## src/rtl/pte_guard_pkg.sv

```systemverilog
package pte_guard_pkg;

    typedef enum logic [1:0] {
        ACC_LOAD  = 2'd0,
        ACC_STORE = 2'd1,
        ACC_FETCH = 2'd2,
        ACC_RSVD  = 2'd3
    } acc_e;

    typedef enum logic [1:0] {
        ST_IDLE  = 2'd0,
        ST_EVAL  = 2'd1,
        ST_WRITE = 2'd2
    } st_e;

    // entry field positions
    localparam int B_EXEC   = 0;
    localparam int B_WRITE  = 1;
    localparam int B_READ   = 2;
    localparam int B_PRIV   = 3;
    localparam int B_ATT_LO = 4;
    localparam int B_ATT_HI = 5;
    localparam int B_CHG    = 7;
    localparam int B_REF    = 8;
    localparam logic [1:0] ATT_NONIDEM_IO = 2'b10;

    // rights vector positions
    localparam int P_X = 0;
    localparam int P_W = 1;
    localparam int P_R = 2;

    // fault cause positions
    localparam int C_GUARD = 0;
    localparam int C_PROT  = 1;
    localparam int C_STORE = 2;

    function automatic logic [2:0] rights_needed(acc_e a);
        logic [2:0] r;
        r = '0;
        case (a)
            ACC_STORE: r[P_W] = 1'b1;
            ACC_FETCH: r[P_X] = 1'b1;
            default:   r[P_R] = 1'b1;
        endcase
        return r;
    endfunction

endpackage

```

## src/rtl/pte_perm_eval.sv

```systemverilog
module pte_perm_eval
    import pte_guard_pkg::*;
(
    input  acc_e       access,
    input  logic       problem,
    input  logic       partition,
    input  logic [2:0] mask,
    input  logic [2:0] authority,
    input  logic       privileged,
    input  logic [1:0] attribute,
    output logic [2:0] granted,
    output logic       fault,
    output logic [2:0] cause
);
    logic [2:0] rights;
    logic [2:0] needed;
    logic       io_fetch;

    always_comb begin
        needed   = rights_needed(access);
        io_fetch = (access == ACC_FETCH) && (attribute == ATT_NONIDEM_IO);

        if (!partition && privileged && problem) begin
            rights = 3'b000;
        end else if (!partition && !privileged && !problem) begin
            rights = authority & mask;
        end else begin
            rights = authority;
        end

        cause = '0;
        if (io_fetch) begin
            cause[C_GUARD] = 1'b1;
        end else if ((needed & ~rights) != 3'b000) begin
            cause[C_PROT] = 1'b1;
        end
        if ((cause != 3'b000) && (access == ACC_STORE)) begin
            cause[C_STORE] = 1'b1;
        end

        fault   = (cause != 3'b000);
        granted = fault ? 3'b000 : rights;
    end
endmodule

```

## src/rtl/pte_rc_merge.sv

```systemverilog
module pte_rc_merge
    import pte_guard_pkg::*;
#(
    parameter int PTE_W = 64
) (
    input  logic [PTE_W-1:0] pte_in,
    input  acc_e             access,
    input  logic [2:0]       rights_in,
    output logic [PTE_W-1:0] pte_out,
    output logic             changed,
    output logic [2:0]       rights_out
);
    localparam logic [PTE_W-1:0] REF_MASK = PTE_W'(1) << B_REF;
    localparam logic [PTE_W-1:0] CHG_MASK = PTE_W'(1) << B_CHG;

    always_comb begin
        pte_out = pte_in | REF_MASK;
        rights_out = rights_in;
        if (access == ACC_STORE) begin
            pte_out = pte_out | CHG_MASK;
        end else begin
            // keep the page read-only until a store sets the change bit
            rights_out[P_W] = 1'b0;
        end
        changed = (pte_out != pte_in);
    end
endmodule

```

## src/rtl/pte_access_guard.sv

```systemverilog
module pte_access_guard
    import pte_guard_pkg::*;
#(
    parameter int PTE_W  = 64,
    parameter int ADDR_W = 64
) (
    input  logic              clk,
    input  logic              rst_n,
    input  logic              req_valid,
    input  logic [1:0]        req_access,
    input  logic              req_problem,
    input  logic              req_partition,
    input  logic [2:0]        req_mask,
    input  logic [PTE_W-1:0]  req_pte,
    input  logic [ADDR_W-1:0] req_pte_addr,
    output logic              busy,
    output logic              wr_valid,
    input  logic              wr_ready,
    output logic [ADDR_W-1:0] wr_addr,
    output logic [PTE_W-1:0]  wr_data,
    output logic              done,
    output logic              fault,
    output logic [2:0]        fault_cause,
    output logic [2:0]        perm
);
    typedef struct packed {
        st_e               st;
        acc_e              acc;
        logic              prob;
        logic              part;
        logic [2:0]        mask;
        logic [PTE_W-1:0]  pte;
        logic [ADDR_W-1:0] addr;
        logic [PTE_W-1:0]  npte;
        logic              wr_valid;
        logic              done;
        logic              fault;
        logic [2:0]        cause;
        logic [2:0]        perm;
    } regs_t;

    regs_t r_q, r_d;

    logic [2:0]       ev_granted;
    logic             ev_fault;
    logic [2:0]       ev_cause;
    logic [PTE_W-1:0] mg_pte;
    logic             mg_changed;
    logic [2:0]       mg_perm;

    pte_perm_eval u_eval (
        .access     (r_q.acc),
        .problem    (r_q.prob),
        .partition  (r_q.part),
        .mask       (r_q.mask),
        .authority  (r_q.pte[B_READ:B_EXEC]),
        .privileged (r_q.pte[B_PRIV]),
        .attribute  (r_q.pte[B_ATT_HI:B_ATT_LO]),
        .granted    (ev_granted),
        .fault      (ev_fault),
        .cause      (ev_cause)
    );

    pte_rc_merge #(.PTE_W(PTE_W)) u_merge (
        .pte_in     (r_q.pte),
        .access     (r_q.acc),
        .rights_in  (ev_granted),
        .pte_out    (mg_pte),
        .changed    (mg_changed),
        .rights_out (mg_perm)
    );

    always_comb begin
        r_d      = r_q;
        r_d.done = 1'b0;
        case (r_q.st)
            ST_IDLE: begin
                if (req_valid) begin
                    r_d.st   = ST_EVAL;
                    r_d.acc  = acc_e'(req_access);
                    r_d.prob = req_problem;
                    r_d.part = req_partition;
                    r_d.mask = req_mask;
                    r_d.pte  = req_pte;
                    r_d.addr = req_pte_addr;
                end
            end
            ST_EVAL: begin
                r_d.fault = ev_fault;
                r_d.cause = ev_cause;
                r_d.npte  = mg_pte;
                if (ev_fault) begin
                    r_d.perm = 3'b000;
                    r_d.done = 1'b1;
                    r_d.st   = ST_IDLE;
                end else begin
                    r_d.perm = mg_perm;
                    if (mg_changed) begin
                        r_d.wr_valid = 1'b1;
                        r_d.st       = ST_WRITE;
                    end else begin
                        r_d.done = 1'b1;
                        r_d.st   = ST_IDLE;
                    end
                end
            end
            ST_WRITE: begin
                if (wr_ready) begin
                    r_d.wr_valid = 1'b0;
                    r_d.done     = 1'b1;
                    r_d.st       = ST_IDLE;
                end
            end
            default: r_d.st = ST_IDLE;
        endcase
    end

    always_ff @(posedge clk) begin
        if (!rst_n) begin
            r_q <= '0;
        end else begin
            r_q <= r_d;
        end
    end

    assign busy        = (r_q.st != ST_IDLE);
    assign wr_valid    = r_q.wr_valid;
    assign wr_addr     = r_q.addr;
    assign wr_data     = r_q.npte;
    assign done        = r_q.done;
    assign fault       = r_q.fault;
    assign fault_cause = r_q.cause;
    assign perm        = r_q.perm;

    // write request and payload held under backpressure
    p_wr_hold_r10: assert property (@(posedge clk) disable iff (!rst_n)
        wr_valid && !wr_ready |=> wr_valid && $stable(wr_data) && $stable(wr_addr));

    // completion is a single-cycle pulse
    p_done_pulse_r10: assert property (@(posedge clk) disable iff (!rst_n)
        done |=> !done);

    // every written entry carries the reference bit
    p_ref_written_r8: assert property (@(posedge clk) disable iff (!rst_n)
        wr_valid |-> wr_data[B_REF]);

    // a store write-back carries the change bit
    p_chg_on_store_r8: assert property (@(posedge clk) disable iff (!rst_n)
        wr_valid && (r_q.acc == ACC_STORE) |-> wr_data[B_CHG]);

    // a refused access reports no rights
    p_fault_noperm_r6: assert property (@(posedge clk) disable iff (!rst_n)
        done && fault |-> perm == 3'b000);

    // a non-store success never reports write permission
    p_no_write_perm_r9: assert property (@(posedge clk) disable iff (!rst_n)
        done && !fault && (r_q.acc != ACC_STORE) |-> !perm[P_W]);

    // a guarded-fetch fault carries no protection cause
    p_guard_alone_r2: assert property (@(posedge clk) disable iff (!rst_n)
        done && fault_cause[C_GUARD] |-> !fault_cause[C_PROT] && !fault_cause[C_STORE]);

    // no write is requested while a fault is being reported
    p_no_wr_on_fault_r6: assert property (@(posedge clk) disable iff (!rst_n)
        done && fault |-> !wr_valid);
endmodule

```

## config.mk

```make
export PLATFORM = sky130hd
export DESIGN_NAME = pte_access_guard
export DESIGN_NICKNAME = d
export VERILOG_FILES = /design/src/rtl/pte_guard_pkg.sv /design/src/rtl/pte_perm_eval.sv /design/src/rtl/pte_rc_merge.sv /design/src/rtl/pte_access_guard.sv
export SDC_FILE = /design/constraint.sdc
export NUM_CORES = 1
export LEC_CHECK = 0
export BUFFER_PORTS_ARGS = -buffer_cell sky130_fd_sc_hd__buf_2
export CAP_MARGIN = 10
export CORE_MARGIN = 2
export CORE_UTILIZATION = 47
export DETAILED_ROUTE_END_ITERATION = 10
export PLACE_DENSITY_LB_ADDON = 0.05
export SLEW_MARGIN = 5
export SYNTH_ARGS = -nofsm -noshare
export SYNTH_HDL_FRONTEND = slang
export SYNTH_HIERARCHICAL = 1
export SYNTH_SLANG_ARGS = --single-unit
```

## constraint.sdc

```tcl
create_clock -name clk -period 2.1 [get_ports clk]
set_clock_uncertainty 0.15 [all_clocks]
set_input_delay 0.315 -clock clk [delete_from_list [all_inputs] [get_ports clk]]
set_output_delay 0.315 -clock clk [all_outputs]
set_load 0.05 [all_outputs]
```

==> results.md, run 1 <==
- Count of port buffers added during placement: 276
- H-tree lvl count: 1
- Vias after detailed routing: 7152
- Instance count of the mapped netlist: 1085
- All-layer global routing usage: 0.195
- Floorplan Core Area: 0.0193 mm^2
- Largest driver fanout on the critical path: 6
- Most frequent cells in the layout: sky130_fd_sc_hd__buf_2 (275), sky130_fd_sc_hd__nand2_1 (265), sky130_fd_sc_hd__dfxtp_1 (209)
- Setup repair after global routing missed its margin: false
- Count of cells along the worst hold path: 3
- Series of cell instances along the critical path: and2_4, o311ai_2, nand4_2, nand2b_4, or4b_1, a21oi_1
- Maximum number of pins on one net before global-route repair: 85
- Part of the Yosys area used for sequential elements: 0.457
- Distinct cells, synth: 36
- Max Clock Freq: 489 MHz
- Arrival time of data at the critical path endpoint: 2.32 ns
- DR pass1 iterations: 5
- Highest ir drop seen on vdd: 0.000520 V
- Static leakage power: 5.16 nW
- Post-route fraction of the period consumed by the critical path: 0.973
- Number of enable-type register cells in the synthesized netlist: 0
- Synth Cell Area: 0.00920 mm^2
- Detailed placer's ending HPWL: 13000 um
- Number of buffers on the longest clock path: 3
- Average cell area after synthesis: 8.48 um^2
- Fin. max-slew vios: 0
- Count of unresolved DRC violations after routing: 0
- Clock root buffer: sky130_fd_sc_hd__clkbuf_16
- Worst Setup SP: r_q[205]$_SDFFE_PN0P_
- Die H: 144 um
- Synth Flop Type: sky130_fd_sc_hd__dfxtp_1
- Worst-Skew Late Latency: 0.50 ns
- Most frequent standard cell in the layout excluding fill and tap cells: sky130_fd_sc_hd__buf_2
- Final critical path time including I/O delays and setup: 2.04 ns
- Final ANT Viol Nets: 0
- Worst path required time: 2.38 ns
- Hold slack final: 0.0372 ns
- Starting Density: 0.476
- Worst Setup Path Type: reg -> reg
- Min-delay worst type: in -> reg
- Syn_nets: 1231
- Grt total ovfl: 0
- Startpoint of the worst-slack reg-to-reg timing path: r_q[205]$_SDFFE_PN0P_
- CTS tree: done
- Result of the run: completed
- Clk slew on worst S/H paths: 0.05 ns
- Library cell occupying the most area in the post-synthesis netlist: sky130_fd_sc_hd__dfxtp_1
- Average routed wire per standard cell: 13.8 um
- Kind of cell adding the most delay to the critical path: simple AND/OR/NAND/NOR gates
- Number of synthesized register bits: 210
- Area growth, synth to finish: 25.3%
- Layout Nets: 1428
- CTS buffer count: 23
- Final Hold Fails: 0
- Kind of end point of the critical path: flip-flop
- CTS sink count: 210
- Number of DRC violations after detailed-routing iteration 0: 266
- Reg2Reg Depth: 6
- Via count of the first global-routing pass: 6827
- Number of maximum-capacitance constraint violations: 0
- Cells taking the most area after synthesis: sky130_fd_sc_hd__dfxtp_1 (46%), sky130_fd_sc_hd__buf_4 (17%), sky130_fd_sc_hd__nand2_1 (11%), sky130_fd_sc_hd__mux2i_1 (7.3%), sky130_fd_sc_hd__a21oi_1 (7.2%)
- Std-Cell Rows: 51
- Launch instance of the worst min-delay path: req_valid
- Area of the die: 0.0207 mm^2
- Horiz. Die Dim: 144 um
- Final Setup Violations: 0
- Power density over the cells: 878 mW/mm^2
- Post-CTS repair timing setup buffer count: 0
- Routed vias/inst: 4.58
- Cell with the biggest individual delay on the critical path: sky130_fd_sc_hd__or4b_1
- Count of pins on the block boundary: 277
- Synth async-reset ratio: 0
- Overall power after layout: 0.0101 W
- Fraction of layout cells with a size suffix above 1: 0.279
- Number of warnings issued by yosys: 6
- First-pass GRT wire length: 33100 um
- Global placement routability congestion: 0.795
- Initial antenna violation count: 2
- CP Buf/Inv Count: 0
- Logic depth of the worst path, buffers included: 6
- Routed wire length: 21500 um
- Top cell type's share of synthesized area: 0.457
- Summed negative setup slack over all endpoints: 0 ns
- Critical path launch point type: flip-flop
- Crit path largest cell delay: 0.50 ns
[layout make-up]
| type | count | area, um^2 |
|---|---|---|
| tap | 265 | 332 |
| clock buffer | 35 | 691 |
| antenna | 2 | 5.00 |
| multi-input combinational | 605 | 3180 |
| sequential | 210 | 4210 |
| inverter | 11 | 46.3 |
| timing repair buffer | 431 | 3000 |
| fill | 1792 | 7800 |
| clock inverter | 4 | 73.8 |
[stage by stage]
step	cell area [um^2]	util	setup WS [ns]	std cells
finish	11500	0.596	0.0562	1563
global placement	9360	0.484	0.0588	1385
global route	11500	0.596	0.0113	1563
floorplan	9200	-	0.0554	1085
CTS	11500	0.595	0.0439	1561
detailed placement	9360	0.484	-0.000655	1385
[state kept, by name, summed over array words and instances, names as in the netlist]
signal,cells
wr_valid,1
r_q,73
fault,1
perm,3
wr_data,64
wr_addr,64
done,1
fault_cause,3
[path summary, 6_finish.rpt]
path	slack, ns	end
setup / recovery	0.06	r_q[209]$_SDFFE_PN0P_
hold / removal	0.04	r_q[208]$_SDFFE_PN0P_
setup reg to reg	0.06	r_q[209]$_SDFFE_PN0P_
hold reg to reg	0.30	wr_addr[61]$_SDFFE_PN0P_
[per-layer routing]
metal	wire length, um	vias up	track usage	part of all wire
met5	0	-	0	0
met4	561	0	0.0640	0.026
met3	1480	39	0.0467	0.069
met2	9710	216	0.320	0.45
met1	9790	3227	0.252	0.45
li1	-	3670	-	-
[cells in the mapped netlist (2+ instances only)]
| library cell | count |
|---|---|
| sky130_fd_sc_hd__buf_4 | 206 |
| sky130_fd_sc_hd__nor2_1 | 77 |
| sky130_fd_sc_hd__buf_6 | 6 |
| sky130_fd_sc_hd__o21ai_0 | 4 |
| sky130_fd_sc_hd__nand2b_1 | 2 |
| sky130_fd_sc_hd__nand2_1 | 265 |
| sky130_fd_sc_hd__o311ai_1 | 2 |
| sky130_fd_sc_hd__clkbuf_1 | 22 |
| sky130_fd_sc_hd__nand2b_4 | 2 |
| sky130_fd_sc_hd__buf_2 | 21 |
| sky130_fd_sc_hd__ha_1 | 7 |
| sky130_fd_sc_hd__buf_1 | 3 |
| sky130_fd_sc_hd__and2_1 | 2 |
| sky130_fd_sc_hd__nand2_2 | 11 |
| sky130_fd_sc_hd__a31oi_1 | 2 |
| sky130_fd_sc_hd__nor2b_1 | 6 |
| sky130_fd_sc_hd__a21oi_1 | 132 |
| sky130_fd_sc_hd__dfxtp_1 | 210 |
| sky130_fd_sc_hd__inv_1 | 10 |
| sky130_fd_sc_hd__mux2i_1 | 67 |
| sky130_fd_sc_hd__a21oi_2 | 10 |
| sky130_fd_sc_hd__nor3_1 | 4 |
[report_power, final]
group          internal (W)  switching (W)  leakage, nW  total, W
combinational      0.000652        0.00108         3.06   0.00174
sequential          0.00421       0.000111         1.72   0.00432
clock               0.00250        0.00158        0.376   0.00407
[worst min-delay path: stages]
cell	delay [ns]
sky130_fd_sc_hd__buf_2	0.14
sky130_fd_sc_hd__a21oi_1	0.13
sky130_fd_sc_hd__a211oi_1	0.06
[what timing repair did]
item	CTS	global route
hold endpoints to repair	137	0
hold buffers	137	0
endpoints found under the setup margin	2	2
resized for setup	4	2
pin swaps	0	1
[logic make-up after synthesis]
family,after synthesis,share of synthesized area
AO/OA/AOI/OAI,155,0.0921
other,1,0.000408
adder cells (fa/ha/maj),7,0.00952
flip-flops,210,0.457
AND/OR/NAND/NOR,375,0.165
multiplexers,67,0.0729
buffers and inverters,270,0.203
Power figures use the tool's default switching activity.
==> inputs of run 2 (changes only) <==
--- a/constraint.sdc
+++ b/constraint.sdc
@@ -3,3 +3,3 @@
 set_input_delay 0.315 -clock clk [delete_from_list [all_inputs] [get_ports clk]]
 set_output_delay 0.315 -clock clk [all_outputs]
-set_load 0.05 [all_outputs]
+set_load 0.02 [all_outputs]
==> run 2 against run 1 <==
Final cell count did not move. Critical path depth did not move. Clock power about the same. Largest cell class unchanged. Largest power group unchanged.
==> results.md, run 2 (synthesized netlist as in run 1, its figures left out) <==
- CTS buffer count: 23 (unchanged)
- Std-Cell Rows: 51 (unchanged)
- Most frequent cells in the layout: sky130_fd_sc_hd__buf_2 (276), sky130_fd_sc_hd__nand2_1 (265), sky130_fd_sc_hd__dfxtp_1 (209)
- Reg2Reg Depth: 6 (unchanged)
- Static leakage power: 5.16 nW (about the same)
- DR pass1 iterations: 5 (unchanged)
- Final Setup Violations: 0 (unchanged)
- Horiz. Die Dim: 144 um (unchanged)
- Routed wire length: 21500 um (-0.15%)
- Summed negative setup slack over all endpoints: 0 ns (unchanged)
- Kind of end point of the critical path: flip-flop
- Highest ir drop seen on vdd: 0.000497 V (-4.4%)
- Area of placed instances: 0.00936 mm^2 (unchanged)
- Clk slew on worst S/H paths: 0.05 ns (about the same)
- Die H: 144 um (unchanged)
- NetSw: 0.00248 W (-10%)
- Clock root buffer: sky130_fd_sc_hd__clkbuf_16
- Arrival time of data at the critical path endpoint: 2.32 ns (about the same)
- Final ANT Viol Nets: 0 (unchanged)
- Hold slack final: 0.0375 ns (+0.000366 ns)
- Internal Power: 0.00735 W (about the same)
- Number of maximum-capacitance constraint violations: 0 (unchanged)
- First-pass GRT wire length: 33100 um (unchanged)
- Min-delay worst type: in -> reg
- Power density over the cells: 853 mW/mm^2 (-2.8%)
- Starting Density: 0.476 (unchanged)
- Post-CTS repair timing setup buffer count: 0 (unchanged)
- Layout Nets: 1428 (unchanged)
- Most frequent standard cell in the layout excluding fill and tap cells: sky130_fd_sc_hd__buf_2
- Worst-Skew Late Latency: 0.50 ns (about the same)
- Setup repair after global routing missed its margin: false
- CTS sink count: 210 (unchanged)
- Crit path largest cell delay: 0.50 ns (about the same)
- Floorplan Core Area: 0.0193 mm^2 (unchanged)
- Count of cells along the worst hold path: 3 (unchanged)
- Fin. max-slew vios: 0 (unchanged)
- Via count of the first global-routing pass: 6827 (unchanged)
- All-layer global routing usage: 0.195 (unchanged)
- Cell with the biggest individual delay on the critical path: sky130_fd_sc_hd__or4b_1
- Detailed placer's ending HPWL: 13000 um (unchanged)
- Count of unresolved DRC violations after routing: 0 (unchanged)
- Area of the die: 0.0207 mm^2 (unchanged)
- Final critical path time including I/O delays and setup: 2.04 ns (-0.00196 ns)
- Number of DRC violations after detailed-routing iteration 0: 246 (-7.5%)
- Flop pwr share: 0.439 (+0.013)
- Internal reg-to-reg setup slack: 0.06 ns (about the same)
- Post-layout instance area: 0.0115 mm^2 (about the same)
- Cell Count, Final, Fillers Out: 1563 (unchanged)
- Count of port buffers added during placement: 276 (unchanged)
- Count of pins on the block boundary: 277 (unchanged)
- End of the worst hold path: r_q[208]$_SDFFE_PN0P_
- H-tree lvl count: 1 (unchanged)
- Result of the run: completed
- Average routed wire per standard cell: 13.8 um (-0.15%)
- Number of buffers on the longest clock path: 3 (unchanged)
- Final Hold Fails: 0 (unchanged)
- Routed vias/inst: 4.58 (about the same)
- Global placement routability congestion: 0.795 (unchanged)
- Most flop-heavy register: r_q
- Logic gate share of total power: 0.147 (-0.024)
- Maximum number of pins on one net before global-route repair: 85 (unchanged)
- Startpoint of the worst-slack reg-to-reg timing path: r_q[205]$_SDFFE_PN0P_
- Launch instance of the worst min-delay path: req_valid
- Worst path required time: 2.38 ns (about the same)
- Worst Setup Path Type: reg -> reg
- Post-route fraction of the period consumed by the critical path: 0.972 (about the same)
- Critical path launch point type: flip-flop
- Grt total ovfl: 0 (unchanged)
- CTS tree: done
- Vias after detailed routing: 7151 (-0.014%)
- Area growth, synth to finish: 25.3% (about the same)
- Flip-flop count of the largest register after layout: 73 (unchanged)
- Portion of total power attributed to the clock network: 0.414 (+0.012)
- Series of cell instances along the critical path: and2_4, o311ai_2, nand4_2, nand2b_4, or4b_1, a21oi_1
- Fraction of layout cells with a size suffix above 1: 0.279 (-0.000772)
- Max Clock Freq: 490 MHz (about the same)
- Initial antenna violation count: 2 (unchanged)
- Switching power as a share of total power: 0.253 (-0.0212)
- Inst Count DP: 1385 (unchanged)
- Largest driver fanout on the critical path: 6 (unchanged)
- Reg-to-reg critical path endpoint: r_q[209]$_SDFFE_PN0P_
==> run 2: cell counts in the layout (fill, tap and decap cells not counted) <==
No cell type changed its count.
==> run 2: power by group through the flow <==
stage | logic [W] | registers (W) | clock network, W
floorplan | 0.00107 | 0.00439 | 0
global placement | 0.00124 | 0.00440 | 0
detailed placement | 0.00124 | 0.00440 | 0
CTS | 0.00145 | 0.00432 | 0.00417
global route | 0.00159 | 0.00434 | 0.00433
finish | 0.00145 | 0.00432 | 0.00407
==> run 2: area by class of cell <==
class,count,area (um^2)
Sequential cell,210,4210
Clock inverter,4,73.8
Inverter,11,46.3
Antenna cell,2,5.00
Tap cell,265,332
Fill cell,1792,7810
Timing Repair Buffer,431,3000
Multi-Input combinational cell,605,3170
Clock buffer,35,691
==> run 2: worst max-delay path, delay by kind of cell, from the launching register on <==
kind	cells	cell delay [ns]
AOI/OAI and AO/OA	2	0.48
DFF	1	0.34
and+or+nand+nor	4	1.02
==> run 2: worst max path at each step <==
| stage | from | to | slack (ns) |
|---|---|---|---|
| floorplan | r_q[205]$_SDFFE_PN0P_ | r_q[209]$_SDFFE_PN0P_ | 0.06 |
| global placement | r_q[205]$_SDFFE_PN0P_ | r_q[209]$_SDFFE_PN0P_ | 0.06 |
| detailed placement | r_q[205]$_SDFFE_PN0P_ | r_q[209]$_SDFFE_PN0P_ | -0.0007 |
| CTS | r_q[208]$_SDFFE_PN0P_ | busy | 0.02 |
| global route | r_q[209]$_SDFFE_PN0P_ | busy | 0.01 |
| finish | r_q[205]$_SDFFE_PN0P_ | r_q[209]$_SDFFE_PN0P_ | 0.06 |
==> run 2: repair_timing <==
| action | in CTS | in global routing |
|---|---|---|
| pin swaps | 0 | 1 |
| resized for setup | 2 | 2 |
| hold buffers | 137 | 0 |
| gates cloned | 0 | 0 |
| endpoints found under the setup margin | 1 | 2 |
| hold endpoints to repair | 137 | 0 |
==> run 2: layer usage <==
| layer | GRT usage | share of wire |
|---|---|---|
| met2 | 0.320 | 0.45 |
| met4 | 0.0640 | 0.026 |
| met1 | 0.252 | 0.45 |
| met5 | 0 | 0 |
| met3 | 0.0467 | 0.069 |
==> run 2: metrics by stage <==
stage,utilization,setup WS (ns),power [W]
6_report,0.596,0.0581,0.00983
3_5_place_dp,0.484,-0.000655,0.00565
4_1_cts,0.595,0.0236,0.00994
2_1_floorplan,-,0.0554,0.00546
3_3_place_gp,0.484,0.0588,0.00564
5_1_grt,0.596,0.00999,0.0103
==> inputs of run 3 (changes only) <==
CORE_UTILIZATION = 51   (was 47)
clock period = 2.25 ns   (was 2.1 ns; I/O delays follow)
==> run 3 against run 2 <==
Sequential power fell by 6.7%. Clock power shrank 14%. Critical endpoint unchanged. Combinational power is 7% lower.
==> results.md, run 3 (synthesized netlist as in run 1, its figures left out) <==
- Result of the run: completed
- Flip-flop count of the largest register after layout: 73 (unchanged)
- Antenna diode count: 0 (-2)
- Die H: 138 um (-3.9%)
- Reg2Reg Depth: 6 (unchanged)
- Setup repair after global routing missed its margin: false
- Final worst setup slack: 0.133 ns (+0.0744 ns)
- Detailed placer's ending HPWL: 13400 um (+3.0%)
- Min-delay worst type: in -> reg
- Number of DRC violations after detailed-routing iteration 0: 229 (-6.9%)
- Most frequent cells in the layout: sky130_fd_sc_hd__buf_2 (276), sky130_fd_sc_hd__nand2_1 (265), sky130_fd_sc_hd__dfxtp_1 (210)
- Vias after detailed routing: 7209 (+0.81%)
- Static leakage power: 5.14 nW (-0.34%)
- Reg-to-reg critical path endpoint: r_q[209]$_SDFFE_PN0P_
- Worst-Skew Late Latency: 0.50 ns (about the same)
- Switching power as a share of total power: 0.257 (+0.00470)
- Final Hold Fails: 0 (unchanged)
- Largest driver fanout on the critical path: 6 (unchanged)
- Met3 Usage GRT: 0.0502 (+0.00357)
- Highest ir drop seen on vdd: 0.000573 V (+15%)
- Worst Setup Path Type: reg -> reg
- Max Clock Freq: 472 MHz (-3.6%)
- M2 GR Usage: 0.355 (+0.0348)
- Final critical path time including I/O delays and setup: 2.12 ns (+0.0756 ns)
- Power density over the cells: 777 mW/mm^2 (-8.9%)
- Overall power after layout: 0.00888 W (-9.7%)
- Internal Power: 0.00659 W (-10%)
- Initial antenna violation count: 0 (-2)
- Fin. max-slew vios: 0 (unchanged)
- Startpoint of the worst-slack reg-to-reg timing path: r_q[140]$_SDFFE_PN0P_
- Worst Setup Slack post-DPL: 0.149 ns (+0.150 ns)
- All-layer global routing usage: 0.215 (+0.0208)
- DR pass1 iterations: 7 (+2)
- Most flop-heavy register: r_q
- Grt total ovfl: 0 (unchanged)
- Flop pwr share: 0.455 (+0.016)
- Logic gate share of total power: 0.152 (+0.005)
- NetSw: 0.00228 W (-8.1%)
- Post-CTS repair timing setup buffer count: 0 (unchanged)
- Final ANT Viol Nets: 0 (unchanged)
- Area growth, synth to finish: 24.1%
- Clock root buffer: sky130_fd_sc_hd__clkbuf_16
- Count of pins on the block boundary: 277 (unchanged)
- Routed wire length: 21200 um (-1.6%)
- Arrival time of data at the critical path endpoint: 2.40 ns (+0.08 ns)
- Fraction of layout cells with a size suffix above 1: 0.276 (-0.00218)
- Number of maximum-capacitance constraint violations: 0 (unchanged)
- Layout Nets: 1429 (+0.070%)
- GR peak layer: met2
- Final Setup Violations: 0 (unchanged)
- Floorplan Core Area: 0.0178 mm^2 (-7.7%)
- H-tree lvl count: 1 (unchanged)
- Critical path launch point type: flip-flop
- Summed negative setup slack over all endpoints: 0 ns (unchanged)
- Number of buffers on the longest clock path: 3 (unchanged)
- Via count of the first global-routing pass: 7105 (+4.1%)
- Clk slew on worst S/H paths: 0.06 ns (about the same)
- Global placement routability congestion: 0.795 (about the same)
- Horiz. Die Dim: 138 um (-3.9%)
- CTS buffer count: 23 (unchanged)
- GRT met1 Usage: 0.283 (+0.0315)
- Internal reg-to-reg setup slack: 0.13 ns (+0.07 ns)
- Starting Density: 0.516 (+0.0398)
- Maximum number of pins on one net before global-route repair: 50 (-41%)
- Average routed wire per standard cell: 13.9 um (+0.63%)
- Kind of end point of the critical path: flip-flop
- Worst Setup SP: r_q[140]$_SDFFE_PN0P_
- First-pass GRT wire length: 35000 um (+5.5%)
- CTS tree: done
- Routed vias/inst: 4.72 (+3.1%)
- Worst path required time: 2.53 ns (+0.15 ns)
- CTS sink count: 210 (unchanged)
- Portion of total power attributed to the clock network: 0.393 (-0.021)
- Area of the die: 0.0191 mm^2 (-7.6%)
- Post-route fraction of the period consumed by the critical path: 0.941 (-0.0312)
- Filler Cells Inserted: 1546 (-14%)
- Count of unresolved DRC violations after routing: 0 (unchanged)
- Setup crit end: r_q[209]$_SDFFE_PN0P_
- Count of port buffers added during placement: 276 (unchanged)
- Std-Cell Rows: 49 (-3.9%)
- Most frequent standard cell in the layout excluding fill and tap cells: sky130_fd_sc_hd__buf_2
[run 3: changes by cell type in the layout (fill, tap and decap cells not counted), sizes merged]
| cell | change |
|---|---|
| clkinv | +3 |
| buf | +2 |
| bufinv | -2 |
| diode | -2 |
| clkbuf | +1 |
| dlygate4sd3 | -1 |
[run 3: how the worst min path moves through the flow]
stage,from,depth (start not counted),to,slack [ns]
after floorplan,r_q[201]$_SDFFE_PN0P_,2,r_q[201]$_SDFFE_PN0P_,0.29
after global placement,wr_addr[22]$_SDFFE_PN0P_,2,wr_addr[22]$_SDFFE_PN0P_,0.29
after detailed placement,wr_addr[59]$_SDFFE_PN0P_,2,wr_addr[59]$_SDFFE_PN0P_,0.29
after CTS,wr_ready,3,done$_SDFF_PN0_,0.01
after global routing,wr_ready,3,done$_SDFF_PN0_,0.01
final,wr_ready,3,done$_SDFF_PN0_,0.01
[run 3: routing by layer]
layer | part of all wire | wire, um | up-vias
li1 | - | - | 3678
met1 | 0.45 | 9560 | 3267
met2 | 0.46 | 9710 | 230
met3 | 0.068 | 1440 | 34
met4 | 0.021 | 449 | 0
met5 | 0 | 0 | -
[run 3: stage by stage]
stage	util	instance area, um^2	cells	hold slack (ns)
floorplan	-	9200	1085	0.286
global placement	0.524	9350	1351	0.289
detailed placement	0.524	9350	1351	0.293
CTS	0.640	11400	1528	0.0108
global route	0.640	11400	1528	0.0146
finish	0.640	11400	1528	0.0142
[run 3: timing repair]
item,CTS,global route
hold buffers,136,0
hold endpoints to repair,137,0
gates resized for setup,0,0
setup endpoints to repair,0,1
[run 3: power by group through the flow]
stage | Combinational, W | Sequential [W] | Clock (W)
6_report | 0.00135 | 0.00403 | 0.00349
5_1_grt | 0.00149 | 0.00406 | 0.00375
4_1_cts | 0.00136 | 0.00403 | 0.00360
3_5_place_dp | 0.00117 | 0.00411 | 0
3_3_place_gp | 0.00116 | 0.00411 | 0
2_1_floorplan | 0.00100 | 0.00409 | 0
[run 3: worst max-delay path: stages (launching register included)]
cell and delay (ns):
sky130_fd_sc_hd__dfxtp_1 0.36, sky130_fd_sc_hd__and2_4 0.18, sky130_fd_sc_hd__o311ai_1 0.39, sky130_fd_sc_hd__nand4_2 0.16, sky130_fd_sc_hd__nand2b_4 0.17, sky130_fd_sc_hd__or4b_1 0.49, sky130_fd_sc_hd__a21oi_1 0.16
[run 3: final cells by class]
| type | count | area (um^2) | share of cell area |
|---|---|---|---|
| sequential | 210 | 4200 | 0.368 |
| multi-input combinational | 605 | 3150 | 0.276 |
| timing repair buffer | 432 | 3030 | 0.265 |
| clock buffer | 36 | 674 | 0.0591 |
| tap | 229 | 287 | 0.0251 |
| inverter | 11 | 46.3 | 0.00405 |
| clock inverter | 5 | 28.8 | 0.00252 |
